==> config.mk <==
export PLATFORM = sky130hd
export DESIGN_NAME = dly_edge_scan
export DESIGN_NICKNAME = d
export VERILOG_FILES = /design/src/rtl/dly_scan_pkg.sv /design/src/rtl/dly_code_walker.sv /design/src/rtl/dly_rd_stepper.sv /design/src/rtl/dly_edge_scan.sv
export SDC_FILE = /design/constraint.sdc
export NUM_CORES = 1
export LEC_CHECK = 0
export ABC_AREA = 1
export BUFFER_PORTS_ARGS = -buffer_cell sky130_fd_sc_hd__buf_2
export CAP_MARGIN = 5
export CORE_MARGIN = 5
export CORE_UTILIZATION = 55
export CTS_CLUSTER_DIAMETER = 30
export CTS_CLUSTER_SIZE = 8
export DETAILED_ROUTE_END_ITERATION = 7
export GPL_TIMING_DRIVEN = 0
export PLACE_DENSITY_LB_ADDON = 0.2
export SYNTH_ARGS = -nofsm -noshare
export SYNTH_HDL_FRONTEND = slang
export SYNTH_SLANG_ARGS = --single-unit
==> constraint.sdc <==
create_clock -name clk -period 4.3 [get_ports clk]
set_clock_uncertainty 0.05 [all_clocks]
set_input_delay 0.215 -clock clk [delete_from_list [all_inputs] [get_ports clk]]
set_output_delay 0.215 -clock clk [all_outputs]
set_load 0.03 [all_outputs]
==> src/rtl/dly_scan_pkg.sv <==
package dly_scan_pkg;

   localparam logic [1:0] MODE_RX_LOW  = 2'b00;
   localparam logic [1:0] MODE_TX_LOW  = 2'b01;
   localparam logic [1:0] MODE_RX_HIGH = 2'b10;
   localparam logic [1:0] MODE_TX_HIGH = 2'b11;

   typedef enum logic [1:0] {
      ST_IDLE  = 2'd0,
      ST_APPLY = 2'd1,
      ST_WAIT  = 2'd2,
      ST_FIN   = 2'd3
   } scan_state_e;

   function automatic logic sweeps_tx(input logic [1:0] m);
      return m[0];
   endfunction

   function automatic logic walks_down(input logic [1:0] m);
      return m[1];
   endfunction

endpackage

==> src/rtl/dly_code_walker.sv <==
module dly_code_walker
   import dly_scan_pkg::*;
#(
   parameter int CODE_W      = 6,
   parameter int RX_LOW_END  = 15,
   parameter int TX_LOW_END  = 32,
   parameter int RX_HIGH_END = 25,
   parameter int TX_HIGH_END = 48
) (
   input  logic              clk,
   input  logic              rst_n,
   input  logic              load,
   input  logic              step,
   input  logic              active,
   input  logic [1:0]        mode_sel,
   output logic [CODE_W-1:0] code,
   output logic              at_end
);

   localparam int CODE_MAX = (1 << CODE_W) - 1;

   logic [CODE_W-1:0] end_tab [4];

   generate
      for (genvar g = 0; g < 4; g++) begin : g_end
         localparam int END_V = (g == 0) ? RX_LOW_END :
                                (g == 1) ? TX_LOW_END :
                                (g == 2) ? RX_HIGH_END : TX_HIGH_END;
         if (END_V < 0 || END_V > CODE_MAX) begin : g_bad_end
            $error("walk end code out of range for mode %0d", g);
         end
         assign end_tab[g] = CODE_W'(END_V);
      end
   endgenerate

   always_ff @(posedge clk or negedge rst_n) begin
      if (!rst_n) begin
         code <= '0;
      end else if (load) begin
         code <= walks_down(mode_sel) ? CODE_W'(CODE_MAX) : '0;
      end else if (step) begin
         code <= walks_down(mode_sel) ? code - 1'b1 : code + 1'b1;
      end
   end

   assign at_end = (code == end_tab[mode_sel]);

   // an upward walk never passes its end code
   a_r2_low_walk_bounded: assert property (@(posedge clk) disable iff (!rst_n)
      (active && !walks_down(mode_sel)) |-> (code <= end_tab[mode_sel]));

   // a downward walk never passes its end code
   a_r3_high_walk_bounded: assert property (@(posedge clk) disable iff (!rst_n)
      (active && walks_down(mode_sel)) |-> (code >= end_tab[mode_sel]));

   // a step is never requested at the end code
   a_r5_no_step_past_end: assert property (@(posedge clk) disable iff (!rst_n)
      step |-> !at_end);

endmodule

==> src/rtl/dly_rd_stepper.sv <==
module dly_rd_stepper #(
   parameter int RD_W   = 3,
   parameter int RD_MAX = 4
) (
   input  logic            clk,
   input  logic            rst_n,
   input  logic            load,
   input  logic            inc,
   input  logic [RD_W-1:0] rd_init,
   output logic [RD_W-1:0] rd,
   output logic            at_max,
   output logic            init_beyond
);

   localparam int RD_TOP = (1 << RD_W) - 1;

   generate
      if (RD_MAX < 0 || RD_MAX > RD_TOP) begin : g_bad_rd
         $error("RD_MAX does not fit in RD_W bits");
      end
   endgenerate

   always_ff @(posedge clk or negedge rst_n) begin
      if (!rst_n) begin
         rd <= '0;
      end else if (load) begin
         rd <= rd_init;
      end else if (inc) begin
         rd <= rd + 1'b1;
      end
   end

   assign at_max      = (rd == RD_W'(RD_MAX));
   assign init_beyond = (rd_init > RD_W'(RD_MAX));

   // the read delay is never advanced beyond its limit
   a_r6_no_inc_at_max: assert property (@(posedge clk) disable iff (!rst_n)
      inc |-> !at_max);

endmodule

==> src/rtl/dly_edge_scan.sv <==
module dly_edge_scan
   import dly_scan_pkg::*;
#(
   parameter int CODE_W      = 6,
   parameter int RD_W        = 3,
   parameter int RD_MAX      = 4,
   parameter int RX_LOW_END  = 15,
   parameter int TX_LOW_END  = 32,
   parameter int RX_HIGH_END = 25,
   parameter int TX_HIGH_END = 48
) (
   input  logic              clk,
   input  logic              rst_n,
   input  logic              start,
   input  logic [1:0]        mode,
   input  logic [CODE_W-1:0] fixed_code,
   input  logic [RD_W-1:0]   rd_init,
   output logic              busy,
   output logic              done,
   output logic              found,
   output logic [CODE_W-1:0] res_rx,
   output logic [CODE_W-1:0] res_tx,
   output logic [RD_W-1:0]   res_rd,
   output logic [CODE_W-1:0] dl_rx,
   output logic [CODE_W-1:0] dl_tx,
   output logic [RD_W-1:0]   dl_rd,
   output logic              dl_wr,
   output logic              dl_resync,
   output logic              chk_req,
   input  logic              chk_ack,
   input  logic              chk_pass
);

   scan_state_e       state;
   logic [1:0]        mode_q;
   logic [CODE_W-1:0] fixed_q;
   logic              found_q;
   logic [CODE_W-1:0] code;
   logic              at_end;
   logic [RD_W-1:0]   rd;
   logic              at_max;
   logic              init_beyond;

   logic              accept;
   logic              miss;
   logic              hit;
   logic              rd_adv;
   logic              walk_load;
   logic              walk_step;
   logic [1:0]        mode_sel;

   assign accept    = (state == ST_IDLE) && start;
   assign hit       = (state == ST_WAIT) && chk_ack && chk_pass;
   assign miss      = (state == ST_WAIT) && chk_ack && !chk_pass;
   assign rd_adv    = miss && at_end && !at_max;
   assign walk_step = miss && !at_end;
   assign walk_load = accept || rd_adv;
   assign mode_sel  = accept ? mode : mode_q;

   dly_code_walker #(
      .CODE_W      (CODE_W),
      .RX_LOW_END  (RX_LOW_END),
      .TX_LOW_END  (TX_LOW_END),
      .RX_HIGH_END (RX_HIGH_END),
      .TX_HIGH_END (TX_HIGH_END)
   ) u_walker (
      .clk      (clk),
      .rst_n    (rst_n),
      .load     (walk_load),
      .step     (walk_step),
      .active   (busy),
      .mode_sel (mode_sel),
      .code     (code),
      .at_end   (at_end)
   );

   dly_rd_stepper #(
      .RD_W   (RD_W),
      .RD_MAX (RD_MAX)
   ) u_rd (
      .clk         (clk),
      .rst_n       (rst_n),
      .load        (accept),
      .inc         (rd_adv),
      .rd_init     (rd_init),
      .rd          (rd),
      .at_max      (at_max),
      .init_beyond (init_beyond)
   );

   always_ff @(posedge clk or negedge rst_n) begin
      if (!rst_n) begin
         state   <= ST_IDLE;
         mode_q  <= '0;
         fixed_q <= '0;
         found_q <= 1'b0;
         res_rx  <= '0;
         res_tx  <= '0;
         res_rd  <= '0;
      end else begin
         case (state)
            ST_IDLE: begin
               if (start) begin
                  mode_q  <= mode;
                  fixed_q <= fixed_code;
                  found_q <= 1'b0;
                  state   <= init_beyond ? ST_FIN : ST_APPLY;
               end
            end
            ST_APPLY: state <= ST_WAIT;
            ST_WAIT: begin
               if (hit) begin
                  found_q <= 1'b1;
                  res_rx  <= dl_rx;
                  res_tx  <= dl_tx;
                  res_rd  <= dl_rd;
                  state   <= ST_FIN;
               end else if (miss) begin
                  state <= (at_end && at_max) ? ST_FIN : ST_APPLY;
               end
            end
            default: state <= ST_IDLE;
         endcase
      end
   end

   assign busy      = (state != ST_IDLE);
   assign done      = (state == ST_FIN);
   assign found     = found_q;
   assign dl_wr     = (state == ST_APPLY);
   assign dl_resync = (state == ST_APPLY);
   assign chk_req   = (state == ST_WAIT);
   assign dl_rx     = sweeps_tx(mode_q) ? fixed_q : code;
   assign dl_tx     = sweeps_tx(mode_q) ? code : fixed_q;
   assign dl_rd     = rd;

   // a check is requested only right after a delay-line load
   a_r8_req_after_load: assert property (@(posedge clk) disable iff (!rst_n)
      $rose(chk_req) |-> $past(dl_wr));

   // request is held until answered
   a_r8_req_held: assert property (@(posedge clk) disable iff (!rst_n)
      (chk_req && !chk_ack) |=> chk_req);

   // candidate is stable while a check is outstanding
   a_r8_cand_stable: assert property (@(posedge clk) disable iff (!rst_n)
      (chk_req && $past(chk_req)) |-> $stable({dl_rx, dl_tx, dl_rd}));

   // done lasts one cycle
   a_r9_done_pulse: assert property (@(posedge clk) disable iff (!rst_n)
      done |=> !done);

   // an idle start makes the block busy
   a_r9_start_busy: assert property (@(posedge clk) disable iff (!rst_n)
      (!busy && start) |=> busy);

   // the read delay never falls within a scan
   a_r5_rd_monotonic: assert property (@(posedge clk) disable iff (!rst_n)
      (busy && $past(busy) && !$past(done)) |-> (dl_rd >= $past(dl_rd)));

   // found is reported only after a passing answer
   a_r7_found_after_pass: assert property (@(posedge clk) disable iff (!rst_n)
      (done && found) |-> $past(chk_ack && chk_pass));

endmodule

==> results of run 1 <==
[final timing paths]
path,startpoint,endpoint,slack [ps],depth (start not counted)
setup reg to reg,state[1]$_DFFE_PN0P_,u_walker.code[3]$_DFFE_PN0P_,1740,17
setup / recovery,state[1]$_DFFE_PN0P_,u_walker.code[3]$_DFFE_PN0P_,1740,17
hold / removal,fixed_code[0],fixed_q[0]$_DFFE_PN0N_,60,2
max in group asynchronous,rst_n,u_walker.code[1]$_DFFE_PN0P_,3250,2
hold reg to reg,res_rx[4]$_DFFE_PN0P_,res_rx[4]$_DFFE_PN0P_,430,2
min in group asynchronous,rst_n,state[1]$_DFFE_PN0P_,450,2
[cells in the final DEF, fill, tap and decap left out, types with 4 or more instances in the layout]
master,instances
clkbuf_4,5
nand2_1,112
dfrtp_1,35
nand3_1,12
buf_2,54
o21ai_0,19
ha_1,6
nor3_1,4
mux2_2,8
nor2_1,7
inv_1,27
nand2_2,5
a21oi_1,6
[registers in the layout, indices dropped and copies added, names as in the netlist]
name           flops
fixed_q            6
res_rx             6
res_tx             6
u_walker.code      6
res_rd             3
u_rd.rd            3
mode_q             2
state              2
found              1
[metal layers]
layer | vias up | share of wire, %
met5 | - | 0
met4 | 0 | 0.89
met3 | 4 | 6.8
met2 | 64 | 48
met1 | 831 | 44
li1 | 941 | -
[Yosys cell counts, drive strengths merged (3+ instances only)]
library cell  count
a21oi             6
buf               4
clkbuf            3
dfrtp            35
ha                6
inv              29
mux2              8
nand2           119
nand3            12
nor2             10
nor3              4
o21ai            19
xor2              3
[worst max-delay path, delay by kind of cell (launching register included)]
kind / cells / cell delay (ps)
fa+ha+maj: 1 / 340
flops: 1 / 460
buf+inv: 3 / 350
simple gates: 13 / 1290
[through the flow]
step | instances | cell area, sq um
5_1_grt | 370 | 2400
3_3_place_gp | 361 | 2310
4_1_cts | 370 | 2400
3_5_place_dp | 361 | 2310
2_1_floorplan | 264 | 2000
6_report | 370 | 2400
[cell type report]
type	instances	area (sq um)
buffer	7	33.8
multi-input combinational	193	977
timing repair buffer	52	265
sequential	35	876
clock buffer	6	51.3
clock inverter	2	35.0
fill	299	1010
tap	46	57.6
inverter	29	109
[kinds of logic (layout without fill, tap and decap cells)]
| group | after synthesis | in the layout | synth area share, % |
|---|---|---|---|
| muxes | 8 | 8 | 4.51 |
| AOI/OAI and AO/OA | 26 | 26 | 6.65 |
| buffers and inverters | 36 | 96 | 7.15 |
| adders and majority gates | 7 | 7 | 4.76 |
| DFF | 35 | 35 | 43.9 |
| and+or+nand+nor | 148 | 148 | 31.3 |
| xor gates and xnor gates | 4 | 4 | 1.76 |
==> flow_summary.json, run 1 <==
{
  "layout-drive-gt1-share_pct": 25.9,
  "startpoint_type": "flip-flop",
  "cts_buffers": 5,
  "cts_resized": 0,
  "drtIter0Drc": 117,
  "finalHoldViolCount": 0,
  "wirelength_microns": 4500,
  "first_pass_iters": 4,
  "synth_cells": 264,
  "die_h_microns": 70.2,
  "synth_area_leaders": "dfrtp_1, nand2_1, inv_1, o21ai_0, mux2_2",
  "fin_ws_ps": 1740,
  "clock-sinks": 35,
  "antenna_found_initial": 0,
  "diodes": 0,
  "cp_data_required_time_ps": 4520,
  "cts_tree": "done",
  "netlist_area_sq_um": 2000,
  "utilization_pct": 70.4,
  "met2_usage_pct": 34.9,
  "grt_use_met1_pct": 24.4,
  "cap_viol_max_count": 0,
  "crit_top_cell": "nand2_1",
  "finalSetupTns_ps": 0,
  "maxSlewHeadroom_pct": 48.6,
  "synth_fp_nets": 287,
  "worstSetupEndpointType": "flip-flop",
  "gp_congestion": 0.954,
  "via_per_inst": 4.97,
  "grt_busiest_layer": "met2",
  "synth.avg_cell_area_sq_um": 7.56,
  "cts.htree.levels": 2,
  "insertion_delay_ps": 330,
  "synth_top_area_share_pct": 43.9,
  "grt_max_degree": 36,
  "period_minus_slack_ps": 2560,
  "critPathMaxStageDelay_ps": 460,
  "start_util_pct": 58.4,
  "ant_nets": 0,
  "cp_data_arrival_time_ps": 2780,
  "max_freq_mhz": 391,
  "finalCritPeriodShare_pct": 59.5,
  "synth_warnings": 0,
  "path_max_fanout": 7,
  "coreArea_sq_um": 3420,
  "cts.root.buffer_cell": "clkbuf_4",
  "fp.dieArea_sq_um": 4930,
  "grt_pass1_vias": 1773,
  "synth.distinct_cells": 25,
  "setup_violations": 0,
  "num_rows": 21,
  "dpl.hpwl_microns": 3500,
  "rsz0062_at_grt": "false",
  "status": "finished, final reports clean",
  "synth_edf_count": 0,
  "io_buffers": 51,
  "synthArstFlopShare_pct": 100,
  "grt_use_total_pct": 19.9,
  "crit_slowest_cell": "dfrtp_1",
  "worstMarginPinSlew_ps": 772,
  "seq_area_frac_synth_pct": 43.9,
  "timing.hold.ws_ps": 64.5,
  "post_cts_buffers": 0,
  "syn2layout_area_growth_pct": 20.5,
  "pin_count": 52,
  "wire_per_inst_microns": 12.2,
  "synth_flop_cell": "dfrtp_1",
  "crit_type": "flip-flop to flip-flop",
  "nNetsFinal": 346,
  "cts_max_path_buffers": 2,
  "ctsHoldBuffers": 1,
  "dr_total_vias": 1840,
  "path_clk_slew_ps": 110,
  "min_path_type": "primary input to flip-flop",
  "fp.dieW_microns": 70.2,
  "synth_top_cell_by_area": "dfrtp_1",
  "gr-usage-met3_pct": 5.31,
  "overflow": 0,
  "drv_slew": 0,
  "post-route-drc-count": 0,
  "grt_pass1_wl_microns": 7980,
  "path_cells": "nor2_4 > nand2_4 > nand2_1 > nand2_2 > inv_1 > ha_1 > inv_1 > nand2_1 > inv_1 > nand2_1 > nor2_2 > nand2_2 > nand2_4 > nand2_2 > nand2_1 > nand2_1 > nand2_1",
  "ys_seq_elements": 35,
  "post-place-ws_ps": 1810
}
Power of run 1 is not shown: default switching activity piles up to over one toggle a cycle in this logic, so the estimate is an artifact.
==> run 2: changes to the inputs <==
--- a/config.mk
+++ b/config.mk
@@ -9,7 +9,7 @@
 export BUFFER_PORTS_ARGS = -buffer_cell sky130_fd_sc_hd__buf_2
 export CAP_MARGIN = 5
 export CORE_MARGIN = 5
-export CORE_UTILIZATION = 55
+export CORE_UTILIZATION = 47
 export CTS_CLUSTER_DIAMETER = 30
 export CTS_CLUSTER_SIZE = 8
 export DETAILED_ROUTE_END_ITERATION = 7
==> constraint.sdc (replaced) <==
create_clock -name clk -period 2.1 [get_ports clk]
set_clock_uncertainty 0.05 [all_clocks]
set_input_delay 0.105 -clock clk [delete_from_list [all_inputs] [get_ports clk]]
set_output_delay 0.105 -clock clk [all_outputs]
set_load 0.03 [all_outputs]
==> run 2 against run 1 <==
The flow now finishes with violations (setup timing); first-iteration DRC count shrank 13%; via count is 2.8% higher; routed wire length increased by 12%; die area increased by 15%; global-route usage shrank 1.1 points; register-to-register slack got worse by 1800 ps; non-clock buffer count grew 16; sequential cell count is the same; hold slack lost 60 ps; utilization fell by 3.3 points; critical path depth down 3.
==> flow_summary.json, run 2 (synthesized netlist as in run 1, its figures left out) <==
{
  "utilization_pct": 67.1,
  "setup_violations": 6,
  "syn2layout_area_growth_pct": 36.4,
  "post-route-drc-count": 0,
  "die_h_microns": 75.2,
  "first_pass_iters": 4,
  "max_freq_mhz": 471,
  "crit_type": "flip-flop to flip-flop",
  "design_area_sq_um": 2720,
  "multi_input_area_sq_um": 1100,
  "layout_commonest_cell": "nand2_1",
  "worstSetupEndpointType": "flip-flop",
  "post-place-ws_ps": -249,
  "pin_count": 52,
  "fp.dieArea_sq_um": 5650,
  "drtIter0Drc": 102,
  "insertion_delay_ps": 290,
  "wirelength_microns": 5020,
  "finalHoldViolCount": 0,
  "finalCritPeriodShare_pct": 101,
  "num_rows": 23,
  "cp_data_arrival_time_ps": 2250,
  "antenna_found_initial": 0,
  "cp_data_required_time_ps": 2230,
  "layout-drive-gt1-share_pct": 35.3,
  "cts_tree": "done",
  "layout_common_cells": "nand2_1, buf_2, dfrtp_1",
  "min_path_type": "primary input to flip-flop",
  "violations": "setup timing",
  "place_area_sq_um": 2310,
  "coreArea_sq_um": 4060,
  "path_clk_slew_ps": 70,
  "nNetsFinal": 362,
  "fin_ws_ps": -21.4,
  "fp.dieW_microns": 75.2,
  "cap_viol_max_count": 0,
  "rsz0062_at_grt": "true",
  "worstMarginPinSlew_ps": 767,
  "cts_max_path_buffers": 2,
  "grt_use_total_pct": 18.8,
  "timing.hold.ws_ps": 4.42,
  "grt_pass1_vias": 1775,
  "gp_congestion": 0.848,
  "overflow": 0,
  "path_max_fanout": 4,
  "grt_max_degree": 36,
  "period_minus_slack_ps": 2120,
  "final-seq-area_sq_um": 877,
  "grt_pass1_wl_microns": 8000,
  "maxSlewHeadroom_pct": 48.9,
  "cts.htree.levels": 2,
  "dr_total_vias": 1892,
  "ant_nets": 0,
  "startpoint_type": "flip-flop",
  "via_per_inst": 4.85,
  "drv_slew": 0,
  "wire_per_inst_microns": 12.9,
  "diodes": 0,
  "status": "finished with violations",
  "cts_buffers": 5,
  "fillers": 331,
  "dpl.hpwl_microns": 3380,
  "io_buffers": 51,
  "clock-sinks": 35,
  "start_util_pct": 49.2,
  "cts.root.buffer_cell": "clkbuf_8"
}
[run 2: cell types whose count changed in the layout (fill, tap and decap cells not counted), moves of 5 or more]
cell / before / now
buf_4: 1 / 12
clkbuf_4: 5 / 0
clkbuf_8: 1 / 6
nand2_1: 112 / 105
o21ai_0: 19 / 14
[run 2: cell type report]
type                            instances  area share, %
Timing Repair Buffer                   68           15.0
Clock inverter                          2           1.29
Tap cell                               50           2.30
Sequential cell                        35           32.2
Inverter                               29           4.37
Multi-Input combinational cell        193           40.5
Buffer                                  7           1.24
Clock buffer                            6           3.03
[run 2: per-layer routing]
layer  vias to the layer above  routed length [microns]  share of wire (%)  GRT usage (%)
li1                        974                        -                  -              -
met1                       869                     2240                 45           24.9
met2                        43                     2430                 48           30.1
met3                         6                      286                5.7           4.01
met4                         0                       67                1.3           7.18
met5                         -                        0                  0              0
[run 2: path summary, 6_finish.rpt]
kind                                        from                      endpoint  slack [ps]  depth (start not counted)
hold / removal                     fixed_code[5]        fixed_q[5]$_DFFE_PN0N_           4                          2
hold reg to reg            res_tx[3]$_DFFE_PN0P_         res_tx[3]$_DFFE_PN0P_         420                          2
max in group asynchronous                  rst_n          state[1]$_DFFE_PN0P_        1100                          2
min in group asynchronous                  rst_n          state[1]$_DFFE_PN0P_         370                          2
setup reg to reg            state[1]$_DFFE_PN0P_  u_walker.code[3]$_DFFE_PN0P_         -20                         14
setup / recovery            state[1]$_DFFE_PN0P_  u_walker.code[3]$_DFFE_PN0P_         -20                         14
[run 2: worst max-delay path: stages (launching register included)]
cell      delay (ps)
dfrtp_2          420
nor2_4           170
nand3b_1         100
nand2_2          110
clkinv_4         100
buf_6            140
ha_4             150
a21oi_2          160
buf_4            150
o31ai_4           60
xor2_1           170
nand3_1           70
nand2_1           60
nand2_1           50
nand2_1           50
[run 2: through the flow]
stage	instances	TNS, ps
floorplan	264	0
global placement	365	-1880
detailed placement	365	-1830
CTS	384	0
global route	390	-1220
finish	390	-55.4
[run 2: timing repair]
action | 4_1_cts | 5_1_grt
setup endpoints to repair | 10 | 10
gates resized for setup | 12 | 27
buffers inserted | 7 | 6
hold endpoints to repair | 38 | 0
hold buffers | 4 | 0
pin swaps | 5 | 18
Power of run 2 is left out for the same reason.
==> run 3: changes to the inputs <==
--- a/config.mk
+++ b/config.mk
@@ -9,12 +9,13 @@
 export BUFFER_PORTS_ARGS = -buffer_cell sky130_fd_sc_hd__buf_2
 export CAP_MARGIN = 5
 export CORE_MARGIN = 5
-export CORE_UTILIZATION = 47
+export CORE_UTILIZATION = 40
 export CTS_CLUSTER_DIAMETER = 30
 export CTS_CLUSTER_SIZE = 8
 export DETAILED_ROUTE_END_ITERATION = 7
 export GPL_TIMING_DRIVEN = 0
 export PLACE_DENSITY_LB_ADDON = 0.2
+export REMOVE_ABC_BUFFERS = 1
 export SYNTH_ARGS = -nofsm -noshare
 export SYNTH_HDL_FRONTEND = slang
 export SYNTH_SLANG_ARGS = --single-unit
==> run 3 against run 2 <==
The flow still finishes with violations (setup timing); maximum frequency fell by 1.7%; first-iteration DRC count rose by 25%; hold slack improved by 5.2 ps; register-to-register slack got worse by 40 ps; global-route usage fell by 1.6 points; non-clock buffer count fell by 9; design area fell by 0.64%; via count fell by 0.37%; largest cell class unchanged; highest routed layer unchanged.
==> flow_summary.json, run 3 (synthesized netlist as in run 1, its figures left out) <==
{
  "post-route-drc-count": 0,
  "startpoint_type": "flip-flop",
  "coreArea_sq_um": 4790,
  "dpl.hpwl_microns": 3360,
  "drtIter0Drc": 127,
  "cp_top_family": "simple AND/OR/NAND/NOR gates",
  "setup_violations": 9,
  "grt_pass1_wl_microns": 8610,
  "diodes": 0,
  "ant_nets": 0,
  "min_path_type": "primary input to flip-flop",
  "multi_input_area_sq_um": 1130,
  "die_h_microns": 80.6,
  "syn2layout_area_growth_pct": 35.5,
  "cts.root.buffer_cell": "clkbuf_8",
  "start_util_pct": 41.7,
  "max_freq_mhz": 463,
  "crit_slowest_cell": "dfrtp_2",
  "violations": "setup timing",
  "layout_commonest_cell": "nand2_1",
  "path_cells": "nor2_4 > buf_6 > nand3b_1 > nand2_2 > inv_4 > buf_6 > ha_2 > inv_2 > o31ai_4 > xor2_1 > nand3_1 > nand2_1 > nand2_1 > nand2_1",
  "pin_count": 52,
  "num_rows": 25,
  "path_clk_slew_ps": 70,
  "cts_tree": "done",
  "io_buffers": 51,
  "nNetsFinal": 354,
  "critPathMaxStageDelay_ps": 430,
  "cp_data_required_time_ps": 2280,
  "worstMarginPinSlew_ps": 787,
  "insertion_delay_ps": 290,
  "layout-drive-gt1-share_pct": 35.5,
  "cap_viol_max_count": 0,
  "fp.dieArea_sq_um": 6500,
  "grt_use_total_pct": 17.2,
  "gp_congestion": 0.816,
  "timing.hold.ws_ps": 9.64,
  "final-seq-area_sq_um": 880,
  "fillers": 459,
  "cts_max_path_buffers": 2,
  "critPathBufInv": 4,
  "layout_common_cells": "nand2_1, buf_2, dfrtp_1",
  "cts_buffers": 5,
  "grt_pass1_vias": 1823,
  "rsz0062_at_grt": "true",
  "maxSlewHeadroom_pct": 47.5,
  "cp_data_arrival_time_ps": 2340,
  "first_pass_iters": 4,
  "finalHoldViolCount": 0,
  "finalCritPeriodShare_pct": 103,
  "dr_total_vias": 1885,
  "wirelength_microns": 5140,
  "fin_ws_ps": -58.4,
  "via_per_inst": 4.72,
  "clock-sinks": 35,
  "crit_type": "flip-flop to flip-flop",
  "fp.dieW_microns": 80.6,
  "finalSetupTns_ps": -313,
  "period_minus_slack_ps": 2160,
  "status": "finished with violations",
  "overflow": 0,
  "crit_top_cell": "nand2_1",
  "path_max_fanout": 4,
  "drv_slew": 0,
  "antenna_found_initial": 0,
  "cts.htree.levels": 2,
  "wire_per_inst_microns": 12.9,
  "worstSetupEndpointType": "flip-flop",
  "grt_max_degree": 36
}
-- run 3: path summary, 6_finish.rpt --
check	from	endpoint	slack, ps	cells past startpoint
hold reg to reg	res_tx[2]$_DFFE_PN0P_	res_tx[2]$_DFFE_PN0P_	410	2
setup reg to reg	state[1]$_DFFE_PN0P_	u_walker.code[3]$_DFFE_PN0P_	-60	14
min in group asynchronous	rst_n	state[1]$_DFFE_PN0P_	380	2
hold / removal	fixed_code[5]	fixed_q[5]$_DFFE_PN0N_	10	2
setup / recovery	state[1]$_DFFE_PN0P_	u_walker.code[3]$_DFFE_PN0P_	-60	14
max in group asynchronous	rst_n	mode_q[0]$_DFFE_PN0N_	1070	2
-- run 3: layer usage --
metal  vias to the layer above  wire (microns)  GRT usage [%]
met3                         8             267           3.59
met2                        42            2540           29.0
met5                         -               0              0
li1                        960               -              -
met1                       875            2270           22.1
met4                         0              68           5.07
-- run 3: timing repair --
action | 4_1_cts | 5_1_grt
setup endpoints to repair | 26 | 11
cloned | 1 | 0
hold buffers | 4 | 0
endpoints found under the hold margin | 38 | 0
gates resized for setup | 27 | 20
buffers inserted | 10 | 1
pin swaps | 12 | 10
-- run 3: worst reg2reg max path: cells and delay by family (launching register included) --
| kind | cells | cell delay, ps |
|---|---|---|
| adders and majority gates | 1 | 320 |
| DFF | 1 | 430 |
| AOI/OAI and AO/OA | 1 | 170 |
| xor gates and xnor gates | 1 | 170 |
| buffers and inverters | 4 | 370 |
| and+or+nand+nor | 7 | 600 |
-- run 3: cell type report --
cell class                 instances  share of cell area [%]
sequential                        35                    32.5
timing repair buffer              66                    15.2
tap                               67                    3.10
clock buffer                       7                    2.82
clock inverter                     1                   0.185
inverter                          29                    4.30
multi-input combinational        194                    41.9
-- run 3: metrics by stage --
step                utilization, %  area, sq um  std cells  setup WS, ps
floorplan                        -         1960        257          -131
global placement              48.1         2300        375          -575
detailed placement            48.1         2300        375          -593
CTS                           54.8         2620        398         -55.2
global route                  56.5         2710        399          -201
finish                        56.5         2710        399         -58.4
Power of run 3 is left out for the same reason.
